$ cat config.mk
export PLATFORM = sky130hd
export DESIGN_NAME = status_word
export DESIGN_NICKNAME = d
export VERILOG_FILES = /design/src/rtl/sr_pkg.sv /design/src/rtl/flag_calc.sv /design/src/rtl/sys_guard.sv /design/src/rtl/step_trap.sv /design/src/rtl/status_word.sv
export SDC_FILE = /design/constraint.sdc
export NUM_CORES = 1
export LEC_CHECK = 0
export ABC_AREA = 1
export BUFFER_PORTS_ARGS = -buffer_cell sky130_fd_sc_hd__buf_2
export CORE_ASPECT_RATIO = 0.8
export CORE_MARGIN = 5
export CORE_UTILIZATION = 40
export DETAILED_ROUTE_END_ITERATION = 8
export PLACE_DENSITY_LB_ADDON = 0.2
export SYNTH_ARGS = -nofsm -noshare
export SYNTH_HDL_FRONTEND = slang
export SYNTH_HIERARCHICAL = 1
export SYNTH_SLANG_ARGS = --single-unit
$ cat constraint.sdc
create_clock -name clk_i -period 4.6 [get_ports clk_i]
set_input_delay 0.92 -clock clk_i [delete_from_list [all_inputs] [get_ports clk_i]]
set_output_delay 0.92 -clock clk_i [all_outputs]
set_load 0.02 [all_outputs]
$ cat src/rtl/sr_pkg.sv
package sr_pkg;
  localparam int SR_W      = 16;
  localparam int CC_W      = 5;
  localparam int MASK_W    = 3;
  localparam int MASK_LSB  = 8;
  localparam int PRIV_BIT  = 13;
  localparam int STEP_BIT  = 15;
  localparam int NUM_SZ    = 3;
  localparam logic [15:0] SR_RESET = 16'h2700;

  typedef enum logic [1:0] {
    SZ_BYTE = 2'b00,
    SZ_WORD = 2'b01,
    SZ_LONG = 2'b10
  } op_size_e;

  // packed order matches user-byte bit positions 4..0
  typedef struct packed {
    logic x;
    logic n;
    logic z;
    logic v;
    logic c;
  } cc_t;
endpackage

$ cat src/rtl/flag_calc.sv
module flag_calc
  import sr_pkg::*;
#(
  parameter int DATA_W = 32
) (
  input  logic [DATA_W-1:0] a_i,
  input  logic [DATA_W-1:0] b_i,
  input  logic              sub_i,
  input  logic [1:0]        size_i,
  output logic [DATA_W-1:0] result_o,
  output cc_t               cc_o
);
  logic [DATA_W-1:0] res_s [NUM_SZ];
  logic [NUM_SZ-1:0] c_s, v_s, z_s, n_s;

  for (genvar k = 0; k < NUM_SZ; k++) begin : g_sz
    localparam int W = 8 << k;
    logic [W:0]   ext;
    logic [W-1:0] low;

    assign ext = sub_i ? ({1'b0, a_i[W-1:0]} - {1'b0, b_i[W-1:0]})
                       : ({1'b0, a_i[W-1:0]} + {1'b0, b_i[W-1:0]});
    // carry/borrow into the top bit of the width
    assign low = sub_i ? ({1'b0, a_i[W-2:0]} - {1'b0, b_i[W-2:0]})
                       : ({1'b0, a_i[W-2:0]} + {1'b0, b_i[W-2:0]});

    assign c_s[k] = ext[W];
    assign v_s[k] = ext[W] ^ low[W-1];
    assign z_s[k] = (ext[W-1:0] == '0);
    assign n_s[k] = ext[W-1];

    if (W < DATA_W) begin : g_keep
      assign res_s[k] = {a_i[DATA_W-1:W], ext[W-1:0]};
    end else begin : g_full
      assign res_s[k] = ext[DATA_W-1:0];
    end
  end

  logic [1:0] idx;
  always_comb begin
    if (size_i[1])      idx = 2'd2;
    else if (size_i[0]) idx = 2'd1;
    else                idx = 2'd0;
  end

  always_comb begin
    result_o = res_s[idx];
    cc_o.c   = c_s[idx];
    cc_o.v   = v_s[idx];
    cc_o.z   = z_s[idx];
    cc_o.n   = n_s[idx];
    cc_o.x   = c_s[idx];
  end
endmodule

$ cat src/rtl/sys_guard.sv
module sys_guard
  import sr_pkg::*;
(
  input  logic              clk_i,
  input  logic              rst_ni,
  input  logic              wr_i,
  input  logic [7:0]        wr_byte_i,
  output logic [MASK_W-1:0] mask_o,
  output logic              priv_o,
  output logic              step_o,
  output logic              viol_o
);
  localparam int PRIV_OFS = PRIV_BIT - 8;
  localparam int STEP_OFS = STEP_BIT - 8;

  logic              accept;
  logic [MASK_W-1:0] mask_q;
  logic              priv_q, step_q, viol_q;

  assign accept = wr_i & priv_q;

  always_ff @(posedge clk_i or negedge rst_ni) begin
    if (!rst_ni) begin
      mask_q <= SR_RESET[MASK_LSB +: MASK_W];
      priv_q <= SR_RESET[PRIV_BIT];
      step_q <= SR_RESET[STEP_BIT];
      viol_q <= 1'b0;
    end else begin
      if (accept) begin
        mask_q <= wr_byte_i[MASK_W-1:0];
        priv_q <= wr_byte_i[PRIV_OFS];
        step_q <= wr_byte_i[STEP_OFS];
      end
      viol_q <= wr_i & ~priv_q;
    end
  end

  assign mask_o = mask_q;
  assign priv_o = priv_q;
  assign step_o = step_q;
  assign viol_o = viol_q;


  sys_hold_chk: assert property (@(posedge clk_i) disable iff (!rst_ni)
    (wr_i && !priv_o) |=> $stable({step_o, priv_o, mask_o}));

  viol_pulse_chk: assert property (@(posedge clk_i) disable iff (!rst_ni)
    (wr_i && !priv_o) |=> viol_o);

  no_viol_chk: assert property (@(posedge clk_i) disable iff (!rst_ni)
    !(wr_i && !priv_o) |=> !viol_o);

  sys_load_chk: assert property (@(posedge clk_i) disable iff (!rst_ni)
    (wr_i && priv_o) |=> (mask_o == $past(wr_byte_i[MASK_W-1:0])));
endmodule

$ cat src/rtl/step_trap.sv
module step_trap (
  input  logic clk_i,
  input  logic rst_ni,
  input  logic done_i,
  input  logic step_i,
  output logic trap_o
);
  logic trap_q;

  always_ff @(posedge clk_i or negedge rst_ni) begin
    if (!rst_ni) trap_q <= 1'b0;
    else         trap_q <= done_i & step_i;
  end

  assign trap_o = trap_q;


  trap_req_chk: assert property (@(posedge clk_i) disable iff (!rst_ni)
    (done_i && step_i) |=> trap_o);

  trap_quiet_chk: assert property (@(posedge clk_i) disable iff (!rst_ni)
    !(done_i && step_i) |=> !trap_o);
endmodule

$ cat src/rtl/status_word.sv
module status_word
  import sr_pkg::*;
#(
  parameter int DATA_W = 32
) (
  input  logic              clk_i,
  input  logic              rst_ni,
  input  logic [DATA_W-1:0] op_a_i,
  input  logic [DATA_W-1:0] op_b_i,
  input  logic              sub_i,
  input  logic [1:0]        size_i,
  input  logic [CC_W-1:0]   flag_en_i,
  output logic [DATA_W-1:0] result_o,
  input  logic [1:0]        wr_en_i,
  input  logic [SR_W-1:0]   wr_data_i,
  input  logic              instr_done_i,
  output logic [SR_W-1:0]   sr_o,
  output logic              priv_viol_o,
  output logic              trace_trap_o
);
  cc_t               calc_cc;
  logic [CC_W-1:0]   cc_q, cc_d;
  logic [MASK_W-1:0] mask;
  logic              priv, step;

  flag_calc #(.DATA_W(DATA_W)) u_calc (
    .a_i     (op_a_i),
    .b_i     (op_b_i),
    .sub_i   (sub_i),
    .size_i  (size_i),
    .result_o(result_o),
    .cc_o    (calc_cc)
  );

  always_comb begin
    cc_d = cc_q;
    if (wr_en_i[0]) begin
      cc_d = wr_data_i[CC_W-1:0];
    end else begin
      for (int i = 0; i < CC_W; i++)
        if (flag_en_i[i]) cc_d[i] = calc_cc[i];
    end
  end

  always_ff @(posedge clk_i or negedge rst_ni) begin
    if (!rst_ni) cc_q <= SR_RESET[CC_W-1:0];
    else         cc_q <= cc_d;
  end

  sys_guard u_sys (
    .clk_i    (clk_i),
    .rst_ni   (rst_ni),
    .wr_i     (wr_en_i[1]),
    .wr_byte_i(wr_data_i[15:8]),
    .mask_o   (mask),
    .priv_o   (priv),
    .step_o   (step),
    .viol_o   (priv_viol_o)
  );

  step_trap u_trap (
    .clk_i (clk_i),
    .rst_ni(rst_ni),
    .done_i(instr_done_i),
    .step_i(step),
    .trap_o(trace_trap_o)
  );

  assign sr_o = {step, 1'b0, priv, 2'b00, mask, 3'b000, cc_q};


  ext_follow_chk: assert property (@(posedge clk_i) disable iff (!rst_ni)
    (flag_en_i[4] && !wr_en_i[0]) |=> (sr_o[4] == $past(calc_cc.c)));

  carry_hold_chk: assert property (@(posedge clk_i) disable iff (!rst_ni)
    (!flag_en_i[0] && !wr_en_i[0]) |=> $stable(sr_o[0]));

  user_wr_chk: assert property (@(posedge clk_i) disable iff (!rst_ni)
    wr_en_i[0] |=> (sr_o[4:0] == $past(wr_data_i[4:0])));

  spare_zero_chk: assert property (@(posedge clk_i) disable iff (!rst_ni)
    (sr_o[7:5] == 3'b000) && (sr_o[12:11] == 2'b00) && !sr_o[14]);
endmodule

# Yosys cells after proc, flatten, opt, wreduce, memory -nomap -nowiden
# Cells that the tools add are included.
# op_classes
add_sub_neg	12
multipliers	0
div	0
n_lt_le_gt_ge	2
eq_ne	0
shift	0
n_mux	25
bitwise_logic	8
reduce_logical	8
# op_table
cell	n
two-way mux 32 bit	3
binary-select mux 32 bit (select 2 bit)	1
adder 32 x 32 -> 33 bit	1
two-way mux 33 bit	1
subtractor 32 x 32 -> 33 bit	1
adder 31 x 31 -> 32 bit	1
logical NOT 32 bit	1
subtractor 31 x 31 -> 32 bit	1
adder 16 x 16 -> 17 bit	1
two-way mux 17 bit	1
subtractor 16 x 16 -> 17 bit	1
adder 15 x 15 -> 16 bit	1
logical NOT 16 bit	1
two-way mux 16 bit	1
subtractor 15 x 15 -> 16 bit	1
two-way mux 1 bit	10
nonzero test 2 bit	5
adder 8 x 8 -> 9 bit	1
two-way mux 9 bit	1
subtractor 8 x 8 -> 9 bit	1
adder 7 x 7 -> 8 bit	1
binary-select mux 1 bit (select 2 bit)	4
logical NOT 8 bit	1
two-way mux 8 bit	1
9 further kinds	13
# word_totals
ff_bits	12
latch_bits	0
ramBits	0
romBits	0
inputBits	93
output_inout_bits	50
wordCells	65
mem_count	0

# Depth between registers and ports, before layout
# depth
depth_word	7
mapped_depth	30
mapped_depth_nobuf	30

# Cells and area by module
# Netlist, hierarchy kept.
# by_module_without_submodules
module	n_inst	cells_per_inst	area_each_um2	seq_area_each_um2
flag_calc	1	840	4144.0	0.0
status_word	1	55	349.1	125.1
sys_guard	1	25	234.0	155.1
step_trap	1	3	32.5	25.0

# Worst setup path before layout
# Ideal clock, no wire load.
# synth_timing
path_type	input to output
from	in op_b_i[0]
to	out result_o[31]
arrival_ns	3.450
required_ns	3.680
setup_slack_ns	0.230
path_stages	22
n_path_buf	0
cell_sequence	inv_1 -> ha_1 -> nand4_1 -> nor3_2 -> nand2_1 -> nor2_2 -> nand2_1 -> nor2_1 -> a21oi_1 -> xnor2_1 -> ha_1 -> nand2_1 -> inv_1 -> nand2_2 -> inv_1 -> a21oi_2 -> inv_1 -> a21oi_1 -> nand2_2 -> nand2_2 -> nand3_1 -> nand2_1
# synth_via
elab_chain_cells	5
elab_cells_between_ends	6
classes_between	add/sub (2); mux (4)
# synth_lines
item	line	source
from (decl)	status_word.sv:9	input logic [DATA_W-1:0] op_b_i,
adder 32 x 32 -> 33 bit / subtractor 32 x 32 -> 33 bit (equally long branches)	flag_calc.sv:22, flag_calc.sv:21	
two-way mux 33 bit (*)	flag_calc.sv:21	assign ext = sub_i ? ({1'b0, a_i[W-1:0]} - {1'b0, b_i[W-1:0]})
binary-select mux 32 bit (select 2 bit) (*)	flag_calc.sv:47	result_o = res_s[idx];
two-way mux 32 bit (not written as such) (*) (2 in a row)	flag_calc.sv:47	
to (decl)	status_word.sv:13	output logic [DATA_W-1:0] result_o,
# Mark *: on every way between the ends. The rest lies on a longest branch, timed or not. The select of a mux whose other input is x is not followed.

# Worst setup path in the final report
# layout_timing
from	in op_b_i[1]
to	out result_o[29]
# Same word-level chain as after synthesis.

==> flow_summary.json <==
{
  "rows": 35,
  "critPathSlowestCell": "ha_4",
  "crit_arrival_ns": 3.96,
  "cp_num_buf_inv": 4,
  "synth_edf_count": 0,
  "post_drt_wl_per_cell_microns": 14.6,
  "synth.largest_area_cell": "nand2_1",
  "tightest_slew_ns": 0.976,
  "min_period_over_period_pct": 106,
  "syn_area_sq_um": 4760,
  "preCtsSetupSlack_ns": -0.450,
  "grt_max_degree": 37,
  "path_class": "input pin to output pin",
  "worst-path-stages": 24,
  "die_y_microns": 108,
  "fp.dieArea_sq_um": 14200,
  "htree_levels": 1,
  "ys_async_sr_fraction_pct": 100,
  "critPathMaxStageDelay_ns": 0.28,
  "layout-drive-gt1-share_pct": 44.7,
  "outcome": "finished with violations",
  "grt_pass1_wl_mm": 28.4,
  "r2r_start": "u_sys/priv_o",
  "reg2reg_depth": 3,
  "ys_seq_area_share_pct": 6.41,
  "gr-total-overflow": 0,
  "hp-start": "u_sys/mask_o[2]",
  "start_kind": "input pin",
  "syn_avg_cell_area_sq_um": 5.16,
  "hold_violations": 0,
  "io_pins": 143,
  "area_delta_synth_final_pct": 68.5,
  "layout.nets": 1339,
  "finalClockSkew_ns": 0.00147,
  "coreArea_sq_um": 11600,
  "fin_setup_tns_ns": -1.88,
  "cts_buffers": 3,
  "place_congestion": 0.995,
  "cap_violations": 0,
  "port_buffers": 130,
  "grt.total_usage_pct": 24.3,
  "ys_types": 42,
  "worstPathRequired_ns": 3.68,
  "peakVddDrop_v": 0.000127,
  "cts.clk_slew.worst_paths_ns": 0.04,
  "end_kind": "output pin",
  "start_util_pct": 41.2,
  "cts_tree": "done",
  "clock-sinks": 12,
  "holdPathEnd": "u_sys/mask_o[2]",
  "ys.flop_type": "dfrtp_1",
  "ys_top_cells_by_area": "nand2_1 (26%), inv_1 (15%), ha_1 (8.7%)",
  "cp_top_family": "simple AND/OR/NAND/NOR gates",
  "clock-root-buffer": "clkbuf_16",
  "detail_route.wirelength_mm": 19.8,
  "critPathMaxFanout": 4,
  "ant_nets": 0,
  "netlist.area_leader.share_pct": 25.6,
  "yosys-top-cells-count": "nand2_1 (325), inv_1 (190), nor2_1 (84), nand3_1 (71), o21ai_0 (34)",
  "vias": 6731,
  "max_clock_freq_mhz": 205,
  "holdCritPathClass": "flip-flop to flip-flop",
  "p_per_area_nw_per_um2": 227,
  "avgViaCountPerCell": 4.96,
  "grt_antenna_before_repair": 0,
  "worstSkewPairLatency_ns": 0.24,
  "die_w_microns": 132,
  "rsz0062_at_grt": "yes",
  "yosysMostFrequentCell": "nand2_1",
  "setup_viol": 15,
  "syn_inst": 923,
  "finish.utilization_pct": 69.4,
  "antenna-diode-count": 0,
  "drtIter0Drc": 472,
  "setup_ws_ns": -0.278,
  "violations": "negative setup slack",
  "whs_ns": 0.464,
  "synth_warnings": 6,
  "slew_headroom_pct": 34.7,
  "grt_pass1_vias": 5938,
  "drt_drc_violations_left": 0,
  "report.final.slew_viol_count": 0,
  "drtPass1Iterations": 5,
  "clk_path_buf_depth": 2,
  "min_period_ns": 4.88,
  "p_leak_nw": 4.50,
  "crit_path_cell_trace": "buf_8, inv_4, ha_4, nand4_1, nor3_2, nand2_2, nor2_4, nand3_4, o21ai_4, o21ai_2, xor2_2, ha_4, nand2_2, nand2_2, a31oi_1, nand2_1, nor2_2, nand2_1, nand2_1, nand2_2, nand2_1, o21ai_1, inv_1, buf_6",
  "ys_ff_latch": 12,
  "hold_depth": 2,
  "rrSetupSlack_ns": 3.53,
  "hpwl_mm": 15.4,
  "r2r-end": "u_sys/step_o"
}
[per-stage QoR]
stage | cells | power [mW] | instance area [sq um]
final | 1358 | 1.82 | 8020
after global routing | 1358 | 1.95 | 8020
after CTS | 1340 | 1.57 | 7080
after detailed placement | 1320 | 1.28 | 6500
after global placement | 1320 | 1.27 | 6500
after floorplan | 928 | 0.801 | 4780
[how the worst max path moves through the flow]
| stage | end | slack (ns) | from |
|---|---|---|---|
| 2_1_floorplan | result_o[31] | 0.23 | op_b_i[0] |
| 3_3_place_gp | result_o[31] | -0.39 | op_b_i[0] |
| 3_5_place_dp | result_o[31] | -0.45 | op_b_i[0] |
| 4_1_cts | result_o[30] | -0.29 | op_b_i[1] |
| 5_1_grt | result_o[28] | -0.44 | op_b_i[16] |
| 6_report | result_o[29] | -0.28 | op_b_i[1] |
[routing by layer]
| metal | wire length [microns] | global-route usage (%) |
|---|---|---|
| met1 | 8670 | 35.7 |
| met2 | 8930 | 37.7 |
| met3 | 2010 | 5.61 |
| met4 | 204 | 1.84 |
| met5 | 0 | 0 |
[where the power goes]
| part | internal, mW | leakage, nW | switching, mW |
|---|---|---|---|
| Clock | 0.131 | 0.0442 | 0.0478 |
| Combinational | 0.656 | 4.31 | 0.873 |
| Sequential | 0.112 | 0.141 | 0.00248 |
| Total | 0.899 | 4.50 | 0.923 |
[registers in the layout, summed over array words and instances, names as in the netlist]
register       count
u_trap/trap_o      1
u_sys/mask_o       3
u_sys/viol_o       1
u_sys/step_o       1
cc_q               5
u_sys/priv_o       1
[cell type report]
type | count | area (sq um)
well taps | 148 | 185
multi-input cells | 705 | 4690
clock buffers | 4 | 88.8
repair buffers | 296 | 2020
fillers | 1017 | 3540
flip-flops and latches | 12 | 305
inverters | 193 | 729
[cells in the final DEF (no fill, tap or decap), drive strengths merged]
| cell | count |
|---|---|
| clkinv | 1 |
| dfrtp | 8 |
| nand3 | 74 |
| nor2 | 92 |
| o221ai | 1 |
| a21boi | 1 |
| nand3b | 10 |
| xor2 | 24 |
| o21ai | 39 |
| inv | 192 |
| a31oi | 5 |
| or2 | 1 |
| and2 | 2 |
| xnor2 | 18 |
| buf | 296 |
| ha | 33 |
| a21oi | 22 |
| nand2 | 346 |
| fa | 2 |
| nor4 | 6 |
| o211ai | 1 |
| nand4 | 11 |
| conb | 6 |
| dfstp | 4 |
| nor3 | 10 |
| clkbuf | 4 |
| o21bai | 1 |
[tightest hold or removal path, delay by kind of cell, from the launching register on]
kind,cells,cell delay (ns)
flip-flops,1,0.36
AND/OR/NAND/NOR,2,0.10
[cells by family (layout without fill, tap and decap cells)]
logic type / Yosys count / in the layout / share of synthesized area [%]
buffers and inverters: 211 / 493 / 17.5
XOR/XNOR: 42 / 42 / 7.73
adder cells (fa/ha/maj): 35 / 35 / 9.52
AND/OR/NAND/NOR: 552 / 552 / 50.7
AO/OA/AOI/OAI: 70 / 70 / 8.12
flip-flops: 12 / 12 / 6.41
other: 1 / 6 / 0.0788
[what timing repair did]
action,4_1_cts,5_1_grt
pin swaps,36,103
gates resized for setup,103,211
hold buffers,0,0
buffers inserted,16,19
endpoints found under the setup margin,18,25
Note: power is estimated with default switching activity, not from simulation.
